File: src/rtl/rdo_pkg.sv
package rdo_pkg;

   // Per-cycle command on cmd_i
   typedef enum logic [1:0] {
      CMD_NOP     = 2'b00,
      CMD_READ    = 2'b01,
      CMD_DESEL   = 2'b10,
      CMD_NOP_ALT = 2'b11
   } rdo_cmd_e;

   // Stage (1-based) at which each event acts on the outputs
   localparam int unsigned STG_BEAT_FLOW = 1;
   localparam int unsigned STG_BEAT_REG  = 2;
   localparam int unsigned STG_OFF_ONE   = 1;
   localparam int unsigned STG_OFF_TWO   = 2;

   // Delay line depth: deepest stage any event uses
   localparam int unsigned CMD_DEPTH =
      (STG_BEAT_REG > STG_OFF_TWO) ? STG_BEAT_REG : STG_OFF_TWO;

endpackage

File: src/rtl/rdo_cmd_pipe.sv
// Captures the command in the input register and walks read / deselect
// flags down a delay line, one stage per clock.
module rdo_cmd_pipe
   import rdo_pkg::*;
#(
   parameter int unsigned DEPTH = CMD_DEPTH
) (
   input  logic             clk,
   input  logic             rst_n,
   input  logic [1:0]       cmd_i,
   output logic [DEPTH-1:0] rd_stg,
   output logic [DEPTH-1:0] ds_stg
);

   generate
      if (DEPTH < 2) begin : g_bad_depth
         $error("rdo_cmd_pipe: DEPTH must be at least 2");
      end
   endgenerate

   rdo_cmd_e cmd;
   logic     rd_in;
   logic     ds_in;

   assign cmd   = rdo_cmd_e'(cmd_i);
   assign rd_in = (cmd == CMD_READ);
   assign ds_in = (cmd == CMD_DESEL);

   always_ff @(posedge clk or negedge rst_n) begin
      if (!rst_n) begin
         rd_stg <= '0;
         ds_stg <= '0;
      end else begin
         rd_stg <= {rd_stg[DEPTH-2:0], rd_in};
         ds_stg <= {ds_stg[DEPTH-2:0], ds_in};
      end
   end

endmodule

File: src/rtl/rdo_data_path.sv
// Holds the last word read from the array and selects flow-through or
// registered presentation.
module rdo_data_path #(
   parameter int unsigned DATA_W = 36
) (
   input  logic              clk,
   input  logic              rst_n,
   input  logic              bypass_sel,
   input  logic              cap_en,
   input  logic [DATA_W-1:0] arr_rdata,
   output logic [DATA_W-1:0] word_o
);

   logic [DATA_W-1:0] word_q;

   // Rising-edge output register: loads the array word the cycle it is valid
   always_ff @(posedge clk or negedge rst_n) begin
      if (!rst_n) begin
         word_q <= '0;
      end else if (cap_en) begin
         word_q <= arr_rdata;
      end
   end

   // Flow-through shows the array word in its own cycle, then the held copy
   assign word_o = (bypass_sel && cap_en) ? arr_rdata : word_q;

endmodule

File: src/rtl/rdo_drive_ctl.sv
// Decides when a fresh beat is present and whether the drivers stay on.
module rdo_drive_ctl
   import rdo_pkg::*;
#(
   parameter int unsigned DEPTH = CMD_DEPTH
) (
   input  logic             clk,
   input  logic             rst_n,
   input  logic             bypass_sel,
   input  logic             dual_desel,
   input  logic [DEPTH-1:0] rd_stg,
   input  logic [DEPTH-1:0] ds_stg,
   output logic             beat_o,
   output logic             drive_o
);

   localparam int unsigned IDX_BEAT_FLOW = STG_BEAT_FLOW - 1;
   localparam int unsigned IDX_BEAT_REG  = STG_BEAT_REG - 1;
   localparam int unsigned IDX_OFF_ONE   = STG_OFF_ONE - 1;
   localparam int unsigned IDX_OFF_TWO   = STG_OFF_TWO - 1;

   generate
      if (DEPTH < STG_BEAT_REG || DEPTH < STG_OFF_TWO) begin : g_bad_depth
         $error("rdo_drive_ctl: DEPTH shallower than an event stage");
      end
   endgenerate

   logic off;
   logic off_older;
   logic hold_q;

   always_comb begin
      beat_o = bypass_sel ? rd_stg[IDX_BEAT_FLOW] : rd_stg[IDX_BEAT_REG];
      off    = dual_desel ? ds_stg[IDX_OFF_TWO] : ds_stg[IDX_OFF_ONE];
      // A turn-off stage deeper than the beat stage belongs to an older command
      off_older = (dual_desel ? STG_OFF_TWO : STG_OFF_ONE) >
                  (bypass_sel ? STG_BEAT_FLOW : STG_BEAT_REG);
      drive_o = beat_o | (hold_q & ~off);
   end

   // Keep driving after a beat until a deselect younger than it takes effect
   always_ff @(posedge clk or negedge rst_n) begin
      if (!rst_n) begin
         hold_q <= 1'b0;
      end else begin
         hold_q <= drive_o & ~(off & ~(beat_o & off_older));
      end
   end

endmodule

File: src/rtl/rdo_out_pipe.sv
module rdo_out_pipe
   import rdo_pkg::*;
#(
   parameter int unsigned DATA_W = 36
) (
   input  logic              clk,
   input  logic              rst_n,
   input  logic              bypass_sel,
   input  logic              dual_desel,
   input  logic [1:0]        cmd_i,
   input  logic [DATA_W-1:0] arr_rdata,
   input  logic              oe_n,
   input  logic              wr_act,
   output logic              rd_valid,
   output logic              dq_oe,
   output logic [DATA_W-1:0] dq_out
);

   localparam int unsigned DEPTH = CMD_DEPTH;

   generate
      if (DATA_W < 1) begin : g_bad_width
         $error("rdo_out_pipe: DATA_W must be at least 1");
      end
   endgenerate

   logic [DEPTH-1:0]  rd_stg;
   logic [DEPTH-1:0]  ds_stg;
   logic              beat;
   logic              drive;
   logic [DATA_W-1:0] word;

   rdo_cmd_pipe #(.DEPTH(DEPTH)) i_cmd (
      .clk    (clk),
      .rst_n  (rst_n),
      .cmd_i  (cmd_i),
      .rd_stg (rd_stg),
      .ds_stg (ds_stg)
   );

   rdo_data_path #(.DATA_W(DATA_W)) i_data (
      .clk        (clk),
      .rst_n      (rst_n),
      .bypass_sel (bypass_sel),
      .cap_en     (rd_stg[0]),
      .arr_rdata  (arr_rdata),
      .word_o     (word)
   );

   rdo_drive_ctl #(.DEPTH(DEPTH)) i_drv (
      .clk        (clk),
      .rst_n      (rst_n),
      .bypass_sel (bypass_sel),
      .dual_desel (dual_desel),
      .rd_stg     (rd_stg),
      .ds_stg     (ds_stg),
      .beat_o     (beat),
      .drive_o    (drive)
   );

   // Asynchronous gating by output enable and write activity
   assign rd_valid = beat;
   assign dq_oe    = ~oe_n & drive & ~wr_act;
   assign dq_out   = dq_oe ? word : '0;

endmodule

File: config.mk
export PLATFORM = sky130hd
export DESIGN_NAME = rdo_out_pipe
export DESIGN_NICKNAME = d
export VERILOG_FILES = /design/src/rtl/rdo_pkg.sv /design/src/rtl/rdo_cmd_pipe.sv /design/src/rtl/rdo_data_path.sv /design/src/rtl/rdo_drive_ctl.sv /design/src/rtl/rdo_out_pipe.sv
export SDC_FILE = /design/constraint.sdc
export NUM_CORES = 1
export LEC_CHECK = 0
export BUFFER_PORTS_ARGS = -buffer_cell sky130_fd_sc_hd__buf_2
export CAP_MARGIN = 20
export CORE_ASPECT_RATIO = 0.6
export CORE_MARGIN = 10
export CORE_UTILIZATION = 44
export DETAILED_ROUTE_END_ITERATION = 12
export GPL_ROUTABILITY_DRIVEN = 0
export PLACE_DENSITY_LB_ADDON = 0.25
export SLEW_MARGIN = 10
export SYNTH_ARGS = -nofsm -noshare
export SYNTH_HDL_FRONTEND = slang
export SYNTH_SLANG_ARGS = --single-unit
File: constraint.sdc
create_clock -name clk -period 2.66 [get_ports clk]
set_input_delay 0 -clock clk [delete_from_list [all_inputs] [get_ports clk]]
set_output_delay 0 -clock clk [all_outputs]
set_load 0.01 [all_outputs]
== Word-level counts from Yosys, hierarchy flattened ==
Index checks and enable logic that the tools add are counted.
W data, S select, Z words.
Cells by class
  order comparisons: 1
  eq/ne operators: 2
  mux-type cells: 6
  bitwise operators: 12
  reductions and logical operators: 1
Operators with widths (count)
  $mux W36: 2
  $gt A32 B32 Y1: 1
  $and A1 B1 Y1: 6
  $not A1 Y1: 5
  $mux W2: 2
  $eq A2 B1 Y1 const B: 1
  $eq A2 B2 Y1 const B: 1
  $mux W1: 2
  $logic_and A1 B1 Y1: 1
  $or A1 B1 Y1: 1
Word-level totals
  flip-flop bits (word level): 41
  input port bits: 44
  output and inout bits: 38

== Logic depth before layout (Yosys ltp) ==
Gate-level depths: netlist of run 1.
  depth after elaboration: 7
  mapped depth: 5

== Hierarchy ==
From an unflattened synthesis of run 1, not the netlist that was laid out.
Unflattened totals
  cell total of the unflattened synthesis: 175
  area, all modules: 2552.4 um^2
By module, submodules not included
  rdo_data_path: instances 1, cells an instance 116, area each 1895.6 um^2
  rdo_out_pipe: instances 1, cells an instance 46, area each 464.2 um^2
  rdo_cmd_pipe: instances 1, cells an instance 6, area each 115.1 um^2
  rdo_drive_ctl: instances 1, cells an instance 7, area each 77.6 um^2

== Worst setup path after synthesis of run 1 ==
OpenSTA, ideal clock, no wires.
  kind: register to register
  start: reg i_cmd.rd_stg[0]
  end: reg i_data.word_q[0]
  library setup time: 0.125 ns
  arrival: 1.110 ns
  data required time: 2.535 ns
  path slack: 1.425 ns
  stages on the path, launching flop included: 4
  buffers on the path: 2
  period minus slack after synthesis: 1.235 ns
  cells stage by stage: dfrtp_1 -> buf_2 -> buf_2 -> mux2_2
RTL lines
  from (decl): RTL line rdo_cmd_pipe.sv:11  | output logic [DEPTH-1:0] rd_stg,
  from (signal assigned): RTL line rdo_cmd_pipe.sv:34  | rd_stg <= {rd_stg[DEPTH-2:0], rd_in};
  to (signal assigned): RTL line rdo_data_path.sv:21  | word_q <= arr_rdata;
  to (decl): RTL line rdo_data_path.sv:14  | logic [DATA_W-1:0] word_q;
No word-level cell between the ends.

== Final worst setup path of run 1 ==
  start: reg i_cmd.rd_stg[0]
  end: out dq_out[24]
Between the ends
  word-level cells in the longest chain between the ends: 5
  elaborated cells between the ends (all ways): 7
  classes of those cells: 3 x mux; 3 x bitwise; 1 x reduce/logical
Ends and longest elaborated chain
  $mux W1: RTL line rdo_drive_ctl.sv:33  | beat_o = bypass_sel ? rd_stg[IDX_BEAT_FLOW] : rd_stg[IDX_BEAT_REG];
  $or A1 B1 Y1: RTL line rdo_drive_ctl.sv:38  | drive_o = beat_o | (hold_q & ~off);
  $and A1 B1 Y1 (2 in series): RTL line rdo_out_pipe.sv:63  | assign dq_oe = ~oe_n & drive & ~wr_act;
  $mux W36 (*): RTL line rdo_out_pipe.sv:64  | assign dq_out = dq_oe ? word : '0;
  to (decl): RTL line rdo_out_pipe.sv:16  | output logic [DATA_W-1:0] dq_out
Mark *: on every way between the ends. The rest lies on a longest branch, timed or not.

==> impl_metrics.yaml, run 1 <==
floorplan:
  fp.dieW_um: 109
  initial_core_util_pct: 45.6
  core_area_mm2: 0.00459
  die_y_um: 73.4
  io_pins: 82
  dieArea_mm2: 0.00800
  row_count: 19
synthesis:
  synth_xor_xnor_area_share_pct: 0
  synthAdderAreaFrac_pct: 0
  synth_simple_gate_area_share_pct: 15.2
  yosysWarnings: 0
  synth_top_family_by_area: "multiplexers"
  syn-num-nets: 256
  synth_largest_area_cell: "dfrtp_1"
  synth-compound-area-share_pct: 10.8
  yosysSeqAreaShare_pct: 49.0
  synthCells: 212
  yosysTopAreaCellShare_pct: 49.0
  muxShareOfSynthArea_pct: 20.6
  ys_seq_elements: 41
  yosysUniqueCellTypes: 17
  yosys-top-cells-area: "dfrtp_1, mux2_2, nand2_1"
  syn_area_mm2: 0.00209
  syn_avg_cell_area_um2: 9.87
status:
  status: "complete, no violations"
critical_path:
  crit_type: "reg -> out"
  end_kind: "output port"
  reg2regPathDepth: 3
  startpoint_type: "flop"
  required_ns: 2.66
  timing.rr.start: "i_cmd.rd_stg[0]"
  r2r-end: "i_drv.hold_q"
  r2r_slack_ns: 1.06
  crit_path_start: "i_cmd.rd_stg[0]"
  endpoint: "dq_out[24]"
  worst-path-max-fanout: 36
  crit_arrival_ns: 2.10
timing:
  setup_ws_ns: 0.565
  clock_skew_ns: 0.00348
  fmax_mhz: 477
  slew_headroom_pct: 41.0
  hold_viol: 0
  rsz0062_at_grt: "false"
  tightest_slew_ns: 0.885
  fin_crit_sh_pct: 78.8
  finalSetupViolations: 0
  slew_violations: 0
  finalCriticalPeriod_ns: 2.10
  fin_setup_tns_ns: 0
power:
  switching_share_pct: 26.9
  power.leakage_nw: 1.50
  pwr-share-clk_pct: 26.6
  switchingPower_mw: 0.408
  power_frac_seq_pct: 49.5
  pwr-share-comb_pct: 23.9
  p_int_mw: 1.11
  powerDensity_mw_per_mm2: 502
  ir_drop_uv: 287
cells_and_area:
  layout.cells.non_filler: 393
  antenna_cells: 0
  drive_above_1_share_pct: 40.6
  area_growth_syn_to_layout_pct: 44.3
  nets: 374
clock_tree:
  cts_root_buf: "clkbuf_8"
  cts_tree: "done"
  cts_setup_buffers: 0
  clk_path_buf_depth: 2
  insertion_delay_ns: 0.28
  htreeDepth: 2
  clkSlewWorstSetupHoldPaths_ns: 0.07
  cts_num_sinks: 41
  cts_buffers: 5
grt:
  grt_use_total_pct: 14.6
  grt_pass1_wl_um: 9520
  overflow: 0
  grt_pass1_vias: 1997
  grt_max_degree: 42
  antenna_found_initial: 0
placement:
  placedCellCount: 345
  pre_cts_ws_ns: 0.902
  dp_hpwl_um: 3730
  io_buffers: 81
worst_hold_path:
  hold_path.class: "in -> reg"
detailed_routing:
  drt_iter0_drc: 50
  drt-total-wl_um: 5790
  drc: 0
  wire_per_inst_um: 14.7
  vias: 1882
  ant_nets: 0
  dr.pass1.iters: 4
  viasPerCell: 4.79
job:
  max_cap_viol_count: 0
==> metrics by stage <==
stage               cell area [um2]  power [mW]  hold WS [ns]  utilization, %
global placement               2520        1.07         0.167            55.0
finish                         3020        1.52         0.352            65.8
detailed placement             2520        1.08         0.168            55.0
floorplan                      2090       0.957        -0.296               -
global route                   3020        1.61         0.363            65.8
CTS                            3020        1.53         0.343            65.8
==> sequential cells by signal, summed over array words and instances (netlist names) <==
| name | cells |
|---|---|
| i_cmd.ds_stg | 2 |
| i_cmd.rd_stg | 2 |
| i_data.word_q | 36 |
| i_drv.hold_q | 1 |
==> final cells by class <==
type | instances | area, um2
flip-flops and latches | 41 | 1030
multi-input cells | 156 | 973
inverters | 1 | 3.75
repair buffers | 125 | 851
fillers | 359 | 1570
clock buffers | 7 | 86.3
well taps | 63 | 78.8
==> worst min path at each step <==
stage / startpoint / end / slack (ns) / depth (start not counted)
floorplan: rst_n / i_cmd.ds_stg[0] / -0.30 / 0
CTS: bypass_sel / i_drv.hold_q / 0.34 / 4
global placement: cmd_i[0] / i_cmd.ds_stg[0] / 0.17 / 2
global route: bypass_sel / i_drv.hold_q / 0.36 / 4
finish: bypass_sel / i_drv.hold_q / 0.35 / 4
detailed placement: cmd_i[0] / i_cmd.ds_stg[0] / 0.17 / 2
==> power by group through the flow <==
stage,sequential [mW],clock [mW],combinational [mW]
after CTS,0.751,0.412,0.363
after detailed placement,0.762,0,0.317
after floorplan,0.752,0,0.206
final,0.751,0.403,0.363
after global placement,0.760,0,0.312
after global routing,0.761,0.443,0.404
==> layer usage <==
metal | vias to the layer above | global-route usage (%) | routed length, um | share of wire, %
met2 | 73 | 23.1 | 2540 | 44
met5 | - | 0 | 0 | 0
met4 | 0 | 2.77 | 33 | 0.57
met3 | 4 | 6.38 | 575 | 9.9
met1 | 866 | 18.3 | 2640 | 46
li1 | 939 | - | - | -
==> cell usage in the layout, fill, tap and decap left out <==
master,instances
a21oi_1,32
a21oi_2,4
a22oi_4,1
a311oi_1,1
and2_2,1
buf_12,1
buf_2,81
buf_4,2
clkbuf_1,1
clkbuf_8,6
dfrtp_1,41
dlygate4sd3_1,41
inv_1,1
mux2_2,36
mux2_4,1
mux2i_1,1
nand2_1,72
nand2_2,1
nor2_1,2
nor2b_1,3
nor3b_1,1
==> synthesized netlist by cell type <==
cell,instances
nand2_1,72
dfrtp_1,41
mux2_2,36
a21oi_1,32
buf_2,11
a21oi_2,4
buf_6,3
nor2b_1,3
nor2_1,2
a22oi_4,1
a311oi_1,1
and2_2,1
inv_1,1
mux2_4,1
mux2i_1,1
nand2_2,1
nor3b_1,1
==> worst max-delay path, stage by stage (launching register included) <==
cell     delay (ns)
dfrtp_1        0.37
buf_4          0.27
and2_2         0.67
nand2_1        0.11
a21oi_1        0.21
buf_2          0.18
==> logic make-up after synthesis <==
logic type	after synthesis
and+or+nand+nor	80
DFF	41
AOI/OAI and AO/OA	38
muxes	38
buffers and inverters	15
==> what timing repair did <==
item / 4_1_cts / 5_1_grt
hold endpoints to repair: 80 / 0
hold buffers: 41 / 0
gates resized for setup: 0 / 0
Note: power is estimated with default switching activity, not from simulation.
==> run 2, diff against run 1 <==
==> constraint.sdc (replaced) <==
create_clock -name clk -period 1.9 [get_ports clk]
set_input_delay 0 -clock clk [delete_from_list [all_inputs] [get_ports clk]]
set_output_delay 0 -clock clk [all_outputs]
set_load 0.01 [all_outputs]
==> impl_metrics.yaml, run 2 (synthesis gave the netlist of run 1 again) <==
critical_path:
  end_kind: "output port"
  crit_path_start: "i_cmd.rd_stg[0]"
  required_ns: 1.90
  worst_path_max_delay_cell: "a22oi_4"
  r2r-end: "i_data.word_q[13]"
  slowest_delay_ns: 0.52
  crit_family: "compound AO/OA/AOI/OAI gates"
  worstPathCellList: "mux2_4 -> a22oi_4 -> a21oi_1 -> buf_2"
  endpoint: "dq_out[9]"
  crit_buf_inv: 1
  timing.rr.start: "i_cmd.rd_stg[0]"
  r2r_slack_ns: 0.47
  reg2regPathDepth: 3
  crit_arrival_ns: 1.78
  crit_type: "reg -> out"
  worst-path-max-fanout: 19
  worstSetupPathDepth: 4
  startpoint_type: "flop"
grt:
  antenna_found_initial: 0
  grt_max_degree: 23
  grt_use_total_pct: 15.4
  grt_pass1_wl_um: 9850
  overflow: 0
  grt_pass1_vias: 1950
power:
  switchingPower_mw: 0.582
  power_frac_seq_pct: 48.9
  pwr-share-comb_pct: 25.0
  pwr-share-clk_pct: 26.1
  switching_share_pct: 27.1
  ir_drop_uv: 566
  powerDensity_mw_per_mm2: 688
  p_int_mw: 1.57
  power.leakage_nw: 1.56
  power.total_mw: 2.15
timing:
  slew_headroom_pct: 59.3
  hold_viol: 0
  tightest_slew_ns: 0.610
  slew_violations: 0
  rsz0062_at_grt: "false"
  fin_crit_sh_pct: 93.7
  clock_skew_ns: 0.00525
  fin_setup_tns_ns: 0
  finalSetupViolations: 0
  finalCriticalPeriod_ns: 1.78
  fmax_mhz: 562
detailed_routing:
  drt-total-wl_um: 6130
  wire_per_inst_um: 15.2
  ant_nets: 0
  dr.pass1.iters: 4
  drt_iter0_drc: 65
  viasPerCell: 4.76
  vias: 1922
  drc: 0
clock_tree:
  cts_buffers: 5
  insertion_delay_ns: 0.28
  clk_path_buf_depth: 2
  cts_num_sinks: 41
  cts_root_buf: "clkbuf_8"
  cts_tree: "done"
  clkSlewWorstSetupHoldPaths_ns: 0.07
  htreeDepth: 2
worst_hold_path:
  hold_path.class: "in -> async"
cells_and_area:
  layout_commonest_cell: "buf_2"
  largest_reg_flops: 36
  nets: 385
  drive_above_1_share_pct: 43.1
  area_growth_syn_to_layout_pct: 49.2
  final_cell_mix: "buf_2, nand2_1, dlygate4sd3_1, dfrtp_1, mux2_2"
  top_register: "i_data.word_q"
  nFillCells: 364
  reg_top3: "i_data.word_q: 36 flops, i_cmd.ds_stg: 2 flops, i_cmd.rd_stg: 2 flops"
  antenna_cells: 0
floorplan:
  initial_core_util_pct: 45.6
  io_pins: 82
  dieArea_mm2: 0.00800
  core_area_mm2: 0.00459
  fp.dieW_um: 109
  die_y_um: 73.4
  row_count: 19
status:
  status: "complete, no violations"
placement:
  dp_hpwl_um: 3960
  io_buffers: 81
job:
  max_cap_viol_count: 0
-- run 2: cell type report --
| cell class | count | area (um2) | area share (%) |
|---|---|---|---|
| Tap cell | 63 | 78.8 | 2.53 |
| Inverter | 1 | 3.75 | 0.120 |
| Clock buffer | 7 | 86.3 | 2.77 |
| Timing Repair Buffer | 135 | 926 | 29.7 |
| Multi-Input combinational cell | 157 | 1000 | 32.1 |
| Sequential cell | 41 | 1030 | 32.9 |
-- run 2: worst min-delay path by stage --
stage | start | end
floorplan | rst_n | i_cmd.ds_stg[0]
global route | rst_n | i_cmd.ds_stg[0]
CTS | rst_n | i_cmd.ds_stg[0]
global placement | rst_n | i_cmd.ds_stg[0]
detailed placement | rst_n | i_cmd.ds_stg[0]
finish | rst_n | i_cmd.ds_stg[0]
-- run 2: repair_timing --
action	4_1_cts	5_1_grt
gates resized for setup	2	2
cloned	1	0
hold buffers	41	0
pin swaps	2	1
buffers inserted	4	2
hold endpoints to repair	80	0
setup endpoints to repair	37	11
-- run 2: power groups by stage --
stage                     registers [mW]  logic, mW  clock network, mW
after floorplan                     1.05      0.288                  0
after global placement              1.06      0.442                  0
after detailed placement            1.07      0.446                  0
after CTS                           1.05      0.534              0.581
after global routing                1.07      0.591              0.619
final                               1.05      0.536              0.561
-- run 2: through the flow --
step	cell area [um2]	instances	util [%]	worst slack (ns)	hold WS (ns)
after floorplan	2090	212	-	0.665	-0.296
after global placement	2550	349	55.6	0.132	-0.191
after detailed placement	2550	349	55.6	0.140	-0.189
after CTS	3100	402	67.5	0.0743	0.0774
after global routing	3120	404	68.0	0.0106	0.0769
final	3120	404	68.0	0.119	0.0867
-- run 2: routing by layer --
layer | up-vias | share of wire [%] | track usage [%] | routed length (um)
li1 | 971 | - | - | -
met1 | 872 | 47 | 20.4 | 2910
met2 | 74 | 42 | 23.0 | 2560
met3 | 5 | 10 | 6.46 | 634
met4 | 0 | 0.47 | 2.62 | 29
met5 | - | 0 | 0 | 0
-- run 2: worst reg2reg max path, cell delays in order (launching register included) --
cell	delay (ns)
dfrtp_1	0.35
buf_4	0.26
buf_4	0.34
mux2_2	0.38
==> run 3, diff against run 2 <==
--- a/config.mk
+++ b/config.mk
@@ -13,6 +13,7 @@
 export DETAILED_ROUTE_END_ITERATION = 12
 export GPL_ROUTABILITY_DRIVEN = 0
 export PLACE_DENSITY_LB_ADDON = 0.25
+export RECOVER_POWER = 25
 export SLEW_MARGIN = 10
 export SYNTH_ARGS = -nofsm -noshare
 export SYNTH_HDL_FRONTEND = slang
==> impl_metrics.yaml, run 3 (synthesis gave the netlist of run 1 again) <==
status:
  status: "complete, no violations"
critical_path:
  end_kind: "output port"
  reg2regPathDepth: 3
  r2r-end: "i_data.word_q[13]"
  crit_buf_inv: 1
  crit_family: "compound AO/OA/AOI/OAI gates"
  crit_arrival_ns: 1.78
  startpoint_type: "flop"
  worstSetupPathDepth: 4
  worst_path_max_delay_cell: "a22oi_4"
  r2r_slack_ns: 0.46
  required_ns: 1.90
  endpoint: "dq_out[9]"
  worstPathCellList: "mux2_4 -> a22oi_4 -> a21oi_1 -> buf_2"
  slowest_delay_ns: 0.52
  crit_path_start: "i_cmd.rd_stg[0]"
  worst-path-max-fanout: 19
  timing.rr.start: "i_cmd.rd_stg[0]"
  crit_type: "reg -> out"
grt:
  grt_max_degree: 23
  met2_usage_pct: 23.0
  grt.busiest_layer: "met2"
  grtUsageMet1_pct: 20.4
  grt.met3_usage_pct: 6.46
  grt_use_total_pct: 15.4
  grt_pass1_vias: 1950
  overflow: 0
  grt_pass1_wl_um: 9850
  antenna_found_initial: 0
timing:
  finalCriticalPeriod_ns: 1.78
  hold_viol: 0
  tightest_slew_ns: 1.09
  slew_violations: 0
  fmax_mhz: 561
  clock_skew_ns: 0.00585
  slew_headroom_pct: 27.1
  fin_setup_tns_ns: 0
  fin_crit_sh_pct: 93.9
  rsz0062_at_grt: "false"
  finalSetupViolations: 0
cells_and_area:
  layout_commonest_cell: "buf_2"
  final_core_util_pct: 67.8
  reg_top3: "i_data.word_q: 36 flops, i_cmd.ds_stg: 2 flops, i_cmd.rd_stg: 2 flops"
  antenna_cells: 0
  nets: 385
  area_growth_syn_to_layout_pct: 48.8
  largest_reg_flops: 36
  top_register: "i_data.word_q"
  final_cell_mix: "buf_2, nand2_1, dlygate4sd3_1, dfrtp_1, mux2_2"
  drive_above_1_share_pct: 42.2
  layout.cells.non_filler: 404
clock_tree:
  cts_num_sinks: 41
  clk_path_buf_depth: 2
  cts_root_buf: "clkbuf_8"
  cts_tree: "done"
  clkSlewWorstSetupHoldPaths_ns: 0.07
  htreeDepth: 2
  insertion_delay_ns: 0.29
  cts_buffers: 5
detailed_routing:
  drt_iter0_drc: 67
  vias: 1923
  wire_per_inst_um: 15.2
  drt-total-wl_um: 6150
  viasPerCell: 4.76
  drc: 0
  dr.pass1.iters: 4
  ant_nets: 0
floorplan:
  core_area_mm2: 0.00459
  die_y_um: 73.4
  io_pins: 82
  initial_core_util_pct: 45.6
  fp.dieW_um: 109
  row_count: 19
  dieArea_mm2: 0.00800
power:
  power.leakage_nw: 1.55
  power.total_mw: 2.15
  powerDensity_mw_per_mm2: 690
  ir_drop_uv: 565
worst_hold_path:
  hold_path.class: "in -> async"
placement:
  placedCellCount: 349
  io_buffers: 81
  dp_hpwl_um: 3960
job:
  max_cap_viol_count: 0
## run 3: area by class of cell
class	count	area, um2
repair buffers	135	917
flip-flops and latches	41	1030
inverters	1	3.75
fillers	365	1480
clock buffers	7	86.3
multi-input cells	157	1000
well taps	63	78.8
## run 3: metrics by stage
| step | cell area (um2) | setup WS (ns) | hold WS, ns |
|---|---|---|---|
| 5_1_grt | 3110 | 0.0106 | 0.116 |
| 4_1_cts | 3100 | 0.0743 | 0.0774 |
| 3_5_place_dp | 2550 | 0.140 | -0.189 |
| 6_report | 3110 | 0.116 | 0.0959 |
| 3_3_place_gp | 2550 | 0.132 | -0.191 |
| 2_1_floorplan | 2090 | 0.665 | -0.296 |
## run 3: routing by layer
layer  wire, um  vias up
met5          0        -
met4         29        0
met3        620        5
met2       2580       72
met1       2920      875
li1           -      971
## run 3: where the power goes
part / total (mW) / internal, mW / switching [mW]
Combinational: 0.535 / 0.283 / 0.251
Clock: 0.561 / 0.288 / 0.273
Sequential: 1.05 / 0.994 / 0.0578
Total: 2.15 / 1.56 / 0.582
## run 3: worst min path at each step
stage,from,end,cells after the start
3_3_place_gp,rst_n,i_cmd.ds_stg[0],1
6_report,rst_n,i_cmd.ds_stg[0],2
5_1_grt,rst_n,i_cmd.ds_stg[0],2
2_1_floorplan,rst_n,i_cmd.ds_stg[0],0
3_5_place_dp,rst_n,i_cmd.ds_stg[0],1
4_1_cts,rst_n,i_cmd.ds_stg[0],2
## run 3: repair_timing
action | in CTS | in global routing
buffers inserted | 4 | 2
hold buffers | 41 | 0
hold endpoints to repair | 80 | 0
pin swaps | 2 | 1
endpoints found under the setup margin | 37 | 11
resized for setup | 2 | 2
cloned | 1 | 0
## run 3: worst reg2reg max path, stage by stage (launching register included)
cell and delay [ns]:
dfrtp_1 0.35, buf_4 0.26, buf_4 0.34, mux2_2 0.38
